## config.mk

```make
export PLATFORM = sky130hd
export DESIGN_NAME = sdc_conv_seq
export DESIGN_NICKNAME = d
export VERILOG_FILES = /design/src/rtl/sdc_pkg.sv /design/src/rtl/sdc_timer.sv /design/src/rtl/sdc_sample_src.sv /design/src/rtl/sdc_coder.sv /design/src/rtl/sdc_conv_seq.sv
export SDC_FILE = /design/constraint.sdc
export NUM_CORES = 1
export LEC_CHECK = 0
export ABC_AREA = 1
export BUFFER_PORTS_ARGS = -buffer_cell sky130_fd_sc_hd__buf_2
export CAP_MARGIN = 30
export CORE_MARGIN = 4
export CORE_UTILIZATION = 60
export CTS_CLUSTER_SIZE = 14
export DETAILED_ROUTE_END_ITERATION = 8
export PLACE_DENSITY_LB_ADDON = 0.15
export RECOVER_POWER = 50
export SYNTH_ARGS = -nofsm -noshare
export SYNTH_HDL_FRONTEND = slang
export SYNTH_SLANG_ARGS = --single-unit
```

## constraint.sdc

```tcl
create_clock -name clk -period 5.52 [get_ports clk]
set_input_delay 1.104 -clock clk [delete_from_list [all_inputs] [get_ports clk]]
set_output_delay 1.104 -clock clk [all_outputs]
set_load 0.1 [all_outputs]
```

## src/rtl/sdc_pkg.sv

```systemverilog
`timescale 1ns/1ps
package sdc_pkg;
  typedef enum logic [1:0] {ST_OFF, ST_WAKE, ST_SETTLE, ST_RUN} seq_st_e;

  localparam logic [1:0] MD_CONT   = 2'b00;
  localparam logic [1:0] MD_RSVD   = 2'b01;
  localparam logic [1:0] MD_SINGLE = 2'b10;
  localparam logic [1:0] MD_PDOWN  = 2'b11;
endpackage

```

## src/rtl/sdc_timer.sv

```systemverilog
`timescale 1ns/1ps
module sdc_timer #(
  parameter int CW     = 8,
  parameter int RST_LD = 1,
  parameter int MAX_LD = 255
) (
  input  logic          clk,
  input  logic          rst_n,
  input  logic          load,
  input  logic [CW-1:0] load_val,
  input  logic          run,
  output logic          at_zero,
  output logic          at_one
);
  logic [CW-1:0] cnt_q;

  always_ff @(posedge clk) begin
    if (!rst_n)                   cnt_q <= CW'(RST_LD);
    else if (load)                cnt_q <= load_val;
    else if (run && cnt_q != '0)  cnt_q <= cnt_q - 1'b1;
  end

  assign at_zero = run && (cnt_q == '0);
  assign at_one  = run && (cnt_q == CW'(1));

  p_cnt_bound_r3: assert property (@(posedge clk) disable iff (!rst_n)
    cnt_q <= CW'(MAX_LD));
endmodule

```

## src/rtl/sdc_sample_src.sv

```systemverilog
`timescale 1ns/1ps
module sdc_sample_src #(
  parameter int DW   = 24,
  parameter int STEP = 291
) (
  input  logic          clk,
  input  logic          rst_n,
  input  logic          advance,
  output logic [DW-1:0] sample
);
  localparam logic [DW-1:0] STEP_V  = DW'(STEP);
  localparam logic [DW-1:0] NEG_FS  = {1'b1, {(DW-1){1'b0}}};
  localparam logic [DW-1:0] POS_FS  = {1'b0, {(DW-1){1'b1}}};

  logic [DW-1:0] idx_q;
  logic [DW-1:0] ramp;

  always_ff @(posedge clk) begin
    if (!rst_n)        idx_q <= '0;
    else if (advance)  idx_q <= idx_q + 1'b1;
  end

  assign ramp = idx_q * STEP_V;

  always_comb begin
    unique case (idx_q[1:0])
      2'd0:    sample = NEG_FS;
      2'd1:    sample = '0;
      2'd2:    sample = POS_FS;
      default: sample = ramp;
    endcase
  end
endmodule

```

## src/rtl/sdc_coder.sv

```systemverilog
`timescale 1ns/1ps
module sdc_coder #(
  parameter int DW = 24
) (
  input  logic [DW-1:0] sample,
  input  logic          uni,
  output logic [DW-1:0] code
);
  function automatic logic [DW-1:0] encode(input logic [DW-1:0] s, input logic u);
    if (u) encode = s[DW-1] ? '0 : {s[DW-2:0], s[DW-2]};
    else   encode = {~s[DW-1], s[DW-2:0]};
  endfunction

  assign code = encode(sample, uni);
endmodule

```

## src/rtl/sdc_conv_seq.sv

```systemverilog
`timescale 1ns/1ps
module sdc_conv_seq #(
  parameter int DW     = 24,
  parameter int PERIOD = 16,
  parameter int PWRUP  = 40,
  parameter int STEP   = 291
) (
  input  logic          clk,
  input  logic          rst_n,
  input  logic          mode_wr,
  input  logic [7:0]    mode_wdata,
  input  logic          rd_active,
  input  logic          rd_done,
  output logic [7:0]    mode_rdata,
  output logic [DW-1:0] data_out,
  output logic          ready,
  output logic          result_valid,
  output logic          conv_active
);
  import sdc_pkg::*;

  localparam int LD_SETTLE = 2*PERIOD - 1;
  localparam int LD_RUN    = PERIOD - 1;
  localparam int LD_WAKE   = PWRUP - 1;
  localparam int LD_MAX    = (LD_SETTLE > LD_WAKE) ? LD_SETTLE : LD_WAKE;
  localparam int CW        = $clog2(LD_MAX + 1) + 1;

  logic [1:0]    md_q;
  logic          uni_q;
  seq_st_e       st_q;
  logic          tmr_zero, tmr_one;
  logic          tmr_load;
  logic [CW-1:0] tmr_val;
  logic          converting;
  logic          conv_done, wake_done, pre_done;
  logic          commit, store;
  logic [DW-1:0] sample, code;
  logic [DW-1:0] data_q;
  logic          ready_q, valid_q;
  logic          unused_wbits;

  assign unused_wbits = ^{mode_wdata[5:3], mode_wdata[1:0]};

  // Internal events brought out for the checks below.
  assign converting = (st_q == ST_SETTLE) || (st_q == ST_RUN);
  assign conv_done  = tmr_zero && converting;
  assign wake_done  = tmr_zero && (st_q == ST_WAKE);
  assign pre_done   = tmr_one && converting;
  assign commit     = conv_done && !mode_wr;
  assign store      = commit && !rd_active;

  always_ff @(posedge clk) begin
    if (!rst_n) begin
      md_q  <= MD_CONT;
      uni_q <= 1'b0;
    end else if (mode_wr) begin
      md_q  <= mode_wdata[7:6];
      uni_q <= mode_wdata[2];
    end
  end

  always_comb begin
    tmr_load = 1'b0;
    tmr_val  = CW'(LD_SETTLE);
    if (mode_wr) begin
      tmr_load = 1'b1;
      tmr_val  = (mode_wdata[7:6] == MD_SINGLE) ? CW'(LD_WAKE) : CW'(LD_SETTLE);
    end else if (wake_done) begin
      tmr_load = 1'b1;
    end else if (conv_done) begin
      tmr_load = 1'b1;
      tmr_val  = CW'(LD_RUN);
    end
  end

  always_ff @(posedge clk) begin
    if (!rst_n) st_q <= ST_SETTLE;
    else if (mode_wr) begin
      unique case (mode_wdata[7:6])
        MD_CONT:   st_q <= ST_SETTLE;
        MD_SINGLE: st_q <= ST_WAKE;
        default:   st_q <= ST_OFF;
      endcase
    end
    else if (wake_done) st_q <= ST_SETTLE;
    else if (conv_done) st_q <= (md_q == MD_CONT) ? ST_RUN : ST_OFF;
  end

  sdc_timer #(.CW(CW), .RST_LD(LD_SETTLE), .MAX_LD(LD_MAX)) u_timer (
    .clk(clk), .rst_n(rst_n), .load(tmr_load), .load_val(tmr_val),
    .run(st_q != ST_OFF), .at_zero(tmr_zero), .at_one(tmr_one)
  );

  sdc_sample_src #(.DW(DW), .STEP(STEP)) u_src (
    .clk(clk), .rst_n(rst_n), .advance(commit), .sample(sample)
  );

  sdc_coder #(.DW(DW)) u_coder (
    .sample(sample), .uni(uni_q), .code(code)
  );

  always_ff @(posedge clk) begin
    if (!rst_n) begin
      data_q  <= '0;
      valid_q <= 1'b0;
      ready_q <= 1'b0;
    end else begin
      valid_q <= store;
      if (store) data_q <= code;
      if (mode_wr)                  ready_q <= 1'b0;
      else if (store)               ready_q <= 1'b1;
      else if (pre_done || rd_done) ready_q <= 1'b0;
    end
  end

  assign mode_rdata   = {md_q, 3'b000, uni_q, 2'b10};
  assign data_out     = data_q;
  assign ready        = ready_q;
  assign result_valid = valid_q;
  assign conv_active  = (st_q != ST_OFF);

  p_ready_rise_r7: assert property (@(posedge clk) disable iff (!rst_n)
    $rose(ready) |-> result_valid);
  p_prefall_r7: assert property (@(posedge clk) disable iff (!rst_n)
    pre_done |=> !ready);
  p_restart_r6: assert property (@(posedge clk) disable iff (!rst_n)
    mode_wr |=> (!ready && !result_valid));
  p_drop_r9: assert property (@(posedge clk) disable iff (!rst_n)
    (conv_done && rd_active) |=> (!result_valid && $stable(data_out)));
  p_idle_r5: assert property (@(posedge clk) disable iff (!rst_n)
    (!conv_active && !mode_wr) |=> (!conv_active && $stable(data_out)));
  p_rddone_r8: assert property (@(posedge clk) disable iff (!rst_n)
    (rd_done && !conv_done && !mode_wr) |=> (!ready && $stable(data_out)));
endmodule

```

Word-level counts from Yosys, hierarchy flattened:

Index checks and enable logic that the tools add are counted.

* flip-flop bits (word level): 62
* bits of input ports: 13
* output and inout bits: 35
* logic and storage cells: 61

* $add $sub $neg: 2
* multipliers: 1
* eq/ne operators: 7
* multiplexer cells: 19
* bitwise gates (word level): 2
* reductions and logical operators: 22

Operator list (number)
* case mux 24 bit (3 select lines): 1
* 2-to-1 mux 24 bit: 2
* adder 24 x 1 -> 24 bit, second input constant: 1
* multiplier 24 x 9 -> 24 bit, second input constant: 1
* 2-to-1 mux 7 bit: 2
* 2-to-1 mux 6 bit: 2
* 2-to-1 mux 5 bit: 2
* equality test 2 bit, second input constant: 4
* logical AND 1 bit: 8
* 2-to-1 mux 2 bit: 4
* equality test 7 x 1 -> 1 bit, second input constant: 1
* zero test 7 bit: 1
* nonzero test 7 bit: 1
* subtractor 7 x 1 -> 7 bit, second input constant: 1
* zero test 2 bit: 3
* nonzero test 2 bit: 3
* 2-to-1 mux 1 bit: 5
* equality test 2 x 1 -> 1 bit, second input constant: 2
* case mux 2 bit (2 select lines): 1
* nonzero test 3 bit: 1
* zero test 1 bit: 2
* logical OR 1 bit: 2
* inverter 1 bit: 2
* OR reduction 2 bit: 1

Logic depth before layout (Yosys ltp):

* word-level depth: 7
* gate-level depth with buffers: 23
* mapped depth without buffers: 22

Hierarchy:

From an unflattened synthesis, not the netlist that was laid out.

* cell total of the unflattened synthesis: 929
* area total of the unflattened synthesis: 6374.9 sq um

By module, submodules not included
* sdc_sample_src: instances 1, cells an instance 601, area each 4222.8 sq um, seq. area each 480.5 sq um
* sdc_conv_seq: instances 1, cells an instance 166, area each 1256.2 sq um, seq. area each 620.6 sq um
* sdc_timer: instances 1, cells an instance 83, area each 545.5 sq um, seq. area each 140.1 sq um
* sdc_coder: instances 1, cells an instance 79, area each 350.3 sq um, seq. area each 0.0 sq um

Worst setup path before layout:

No wires, ideal clock.

* kind: register to register
* start: register u_src.idx_q[13]
* end: register data_q[17], in the netlist data_out[17]
* library setup time: 69 ps
* arrival: 3464 ps
* data required time: 5451 ps
* path slack: 1987 ps
* stages on the path, launching flop included: 22
* buffers on the path: 1
* clock period less this slack: 3533 ps
* cell sequence: dfxtp_1 ha_1 ha_1 fa_1 inv_1 fa_1 inv_1 ha_1 a21oi_1 nand2_1 inv_2 nand2_1 nand2_1 nand2_1 nor2_1 nand2_1 nand2_1 nand2_1 nand2_2 buf_6 nand2_2 a21oi_2

* word-level cells in the longest chain between the ends: 4

RTL lines
* from (decl): RTL line sdc_sample_src.sv:15 `logic [DW-1:0] idx_q;`
* from (signal assigned): RTL line sdc_sample_src.sv:20 `else if (advance) idx_q <= idx_q + 1'b1;`
* multiplier 24 x 9 -> 24 bit (*): RTL line sdc_sample_src.sv:23 `assign ramp = idx_q * STEP_V;`
* case mux 24 bit (3 select lines) (*): RTL line sdc_sample_src.sv:26 `unique case (idx_q[1:0])`
* 2-to-1 mux 24 bit: RTL line sdc_coder.sv:10 `if (u) encode = s[DW-1] ? '0 : {s[DW-2:0], s[DW-2]};`
* 2-to-1 mux 24 bit (*): RTL line sdc_coder.sv:10
* to (signal assigned): RTL line sdc_conv_seq.sv:109 `if (store) data_q <= code;`
* to (decl): RTL line sdc_conv_seq.sv:38 `logic [DW-1:0] data_q;`

Every way passes the cells marked *; elsewhere a longest branch is shown, timed or not.
A chain may end at the register's enable or synchronous reset.

Worst setup path after layout:

* start: register u_src.idx_q[13]
* end: register data_q[23], in the netlist data_out[23]

* word-level cells in the longest chain between the ends: 4
* elaborated cells between the ends (all ways): 5
* those cells by class: mul: 1; mux: 3; bitwise: 1

RTL lines (RTL line)
* multiplier 24 x 9 -> 24 bit (*): sdc_sample_src.sv:23
* case mux 24 bit (3 select lines) (*): sdc_sample_src.sv:26
* 2-to-1 mux 24 bit or inverter 1 bit (tied branches): sdc_coder.sv:10, sdc_coder.sv:11
* 2-to-1 mux 24 bit (*): sdc_coder.sv:10

Marks and branches as above.

==> flow_summary.json <==
{
  "status": "finished with violations",
  "violations": "capacitance limit, slew limit",
  "hold_viol_final": 0,
  "start_util_pct": 61.2,
  "io_pins": 48,
  "post_drt_wl_per_cell_um": 13.6,
  "fp.dieW_um": 113,
  "hold_depth": 2,
  "hpwl_mm": 11.9,
  "synth_top_area_cell": "dfxtp_1",
  "coreArea_um2": 10800,
  "yosysWarnings": 0,
  "post_cts_buffers": 0,
  "syn_inst": 934,
  "nNetsFinal": 1095,
  "multiInputGateArea_um2": 4480,
  "cp.arrival_ps": 4650,
  "vdd_drop_max_mv": 0.133,
  "antenna_found_initial": 0,
  "drt_first_pass_iters": 5,
  "n_antenna_cell": 0,
  "p_per_area_nw_per_um2": 129,
  "grt_first_pass_wirelength_mm": 25.6,
  "synthesis.area_um2": 6600,
  "rsz0062_at_grt": "false",
  "drc_errors": 0,
  "synth_top_area_share_pct": 18.8,
  "hold_buffers": 0,
  "dieArea_um2": 12700,
  "grtUsageTotal_pct": 24.7,
  "post_dp_cell_area_um2": 6830,
  "final_common_cell": "inv_1",
  "ant_nets": 0,
  "vias": 5768,
  "drive_gt1_share_pct": 10.5,
  "place_ws_ps": 1240,
  "gp_congestion": 0.871,
  "postSynthAreaPerCell_um2": 7.07,
  "worst_slack_ps": 1170,
  "grt_max_degree": 43,
  "holdWs_ps": 488,
  "overflow": 0,
  "tritoncts": "done",
  "area_delta_synth_final_pct": 5.52,
  "fin_skew_ps": 9.41,
  "seq_area_frac_synth_pct": 18.8,
  "cts_made_buffers": 9,
  "start_kind": "flop",
  "fmax_mhz": 230,
  "viasPerCell": 5.22,
  "fp-row-count": 38,
  "regArea_um2": 1240,
  "worstHoldStart": "md_q[1]",
  "synthDistinctLibCells": 47,
  "final_cell_mix": "inv_1, nand2_1, ha_1",
  "routed_wl_mm": 15.1,
  "worstSetupStartpoint": "u_src.idx_q[13]",
  "period_minus_slack_ps": 4350,
  "n_fill_cell": 1030,
  "p_leak_nw": 3.56,
  "tns_ps": 0,
  "insertion_delay_ps": 370,
  "ctsRootBufferMaster": "clkbuf_8",
  "worst_ep_required_time_ps": 5810,
  "worst-setup-path-type": "reg -> reg",
  "max-slew-margin-rel_pct": -18.4,
  "grt_pass1_vias": 5398,
  "finalSetupViolations": 0,
  "period_share_pct": 78.9,
  "clkSinkCount": 62,
  "regToRegStartpoint": "u_src.idx_q[13]",
  "design_area_um2": 6960,
  "clock_path_buffers": 2,
  "endpoint_kind": "flop",
  "synth_area_leaders": "dfxtp_1, ha_1, inv_1",
  "htree_levels": 3,
  "slew_violations": 43,
  "port_buffers": 37,
  "tightest_slew_ps": 1780,
  "cts_resized": 0,
  "path_clk_slew_ps": 80,
  "ys_ff_latch": 62,
  "die_h_um": 113,
  "min_path_type": "reg -> reg",
  "drv_cap": 1,
  "drtIter0Drc": 329,
  "reg2reg_depth": 20,
  "worstPathMaxFanout": 20
}
## flip-flops by register name (all words and copies together) (netlist names)
name,flops
u_src.idx_q,24
ready,1
data_out,24
uni_q,1
u_timer.cnt_q,7
md_q,2
result_valid,1
st_q,2
## power breakdown
| group | total, mW | internal (mW) | switching [mW] |
|---|---|---|---|
| clock network | 0.365 | 0.161 | 0.204 |
| logic | 0.0717 | 0.0119 | 0.0598 |
| registers | 0.461 | 0.453 | 0.00843 |
## logic make-up (layout without fill, tap and decap cells)
group	after synthesis	count (layout)	share of synthesized area [%]
AO/OA/AOI/OAI	141	141	12.5
XOR/XNOR	16	16	2.12
adder cells (fa/ha/maj)	121	121	26.6
buffers and inverters	221	250	13.4
flip-flops	62	62	18.8
other	2	5	0.114
AND/OR/NAND/NOR	371	371	26.5
## Yosys cell counts, drive strengths merged
master and count:
a2111oi 1, a211oi 1, a21o 2, a21oi 61, a22o 1, a22oi 1, a31oi 6, and3 1
buf 13, clkbuf 13, clkinv 1, conb 2, dfxtp 62, fa 32, ha 89, inv 194
nand2 185, nand3 62, nand3b 2, nand4 10, nor2 86, nor3 19, nor3b 1, nor4 3
o2111ai 1, o211ai 1, o21ai 62, o21bai 3, o221ai 1, or2 2, xnor2 6, xor2 10
## area by class of cell
class / count / area share (%)
Sequential cell: 62 / 17.8
Tap cell: 140 / 2.52
Clock inverter: 6 / 0.557
Clock buffer: 10 / 1.83
Inverter: 195 / 10.5
Multi-Input combinational cell: 654 / 64.4
Timing Repair Buffer: 39 / 2.35
## worst paths after layout
kind | to | slack (ps)
max | data_out[23] | 1170
min | md_q[1] | 490
max reg2reg | data_out[23] | 1170
min reg2reg | md_q[1] | 490
## through the flow
stage | util [%] | power, mW | instances
after global placement | 63.3 | 0.543 | 1090
after detailed placement | 63.3 | 0.543 | 1090
final | 64.5 | 0.897 | 1106
after CTS | 64.9 | 0.906 | 1106
after global routing | 64.5 | 0.928 | 1106
after floorplan | - | 0.534 | 937
## critical path, cell delays in order, from the launching register on
cell     delay, ps
dfxtp_1        460
ha_1           300
ha_1           300
fa_1           490
inv_1           60
fa_1           530
inv_1           40
ha_1           370
a21oi_1        270
nand2_1        130
inv_2           80
nand2_1         50
nand2_1        110
nand2_1         70
nor2_1          90
nand2_1         70
nand2_1         60
nand2_1         60
nand2_2        440
nand3_2        150
a21oi_2        140
## routing by layer
metal | GRT usage (%) | vias to the layer above | part of all wire, %
met2 | 39.6 | 129 | 44
met4 | 9.21 | 0 | 2.4
met3 | 3.85 | 30 | 4.3
li1 | - | 3008 | -
met5 | 0 | - | 0
met1 | 33.8 | 2601 | 49
(Power assumes the default switching activity.)
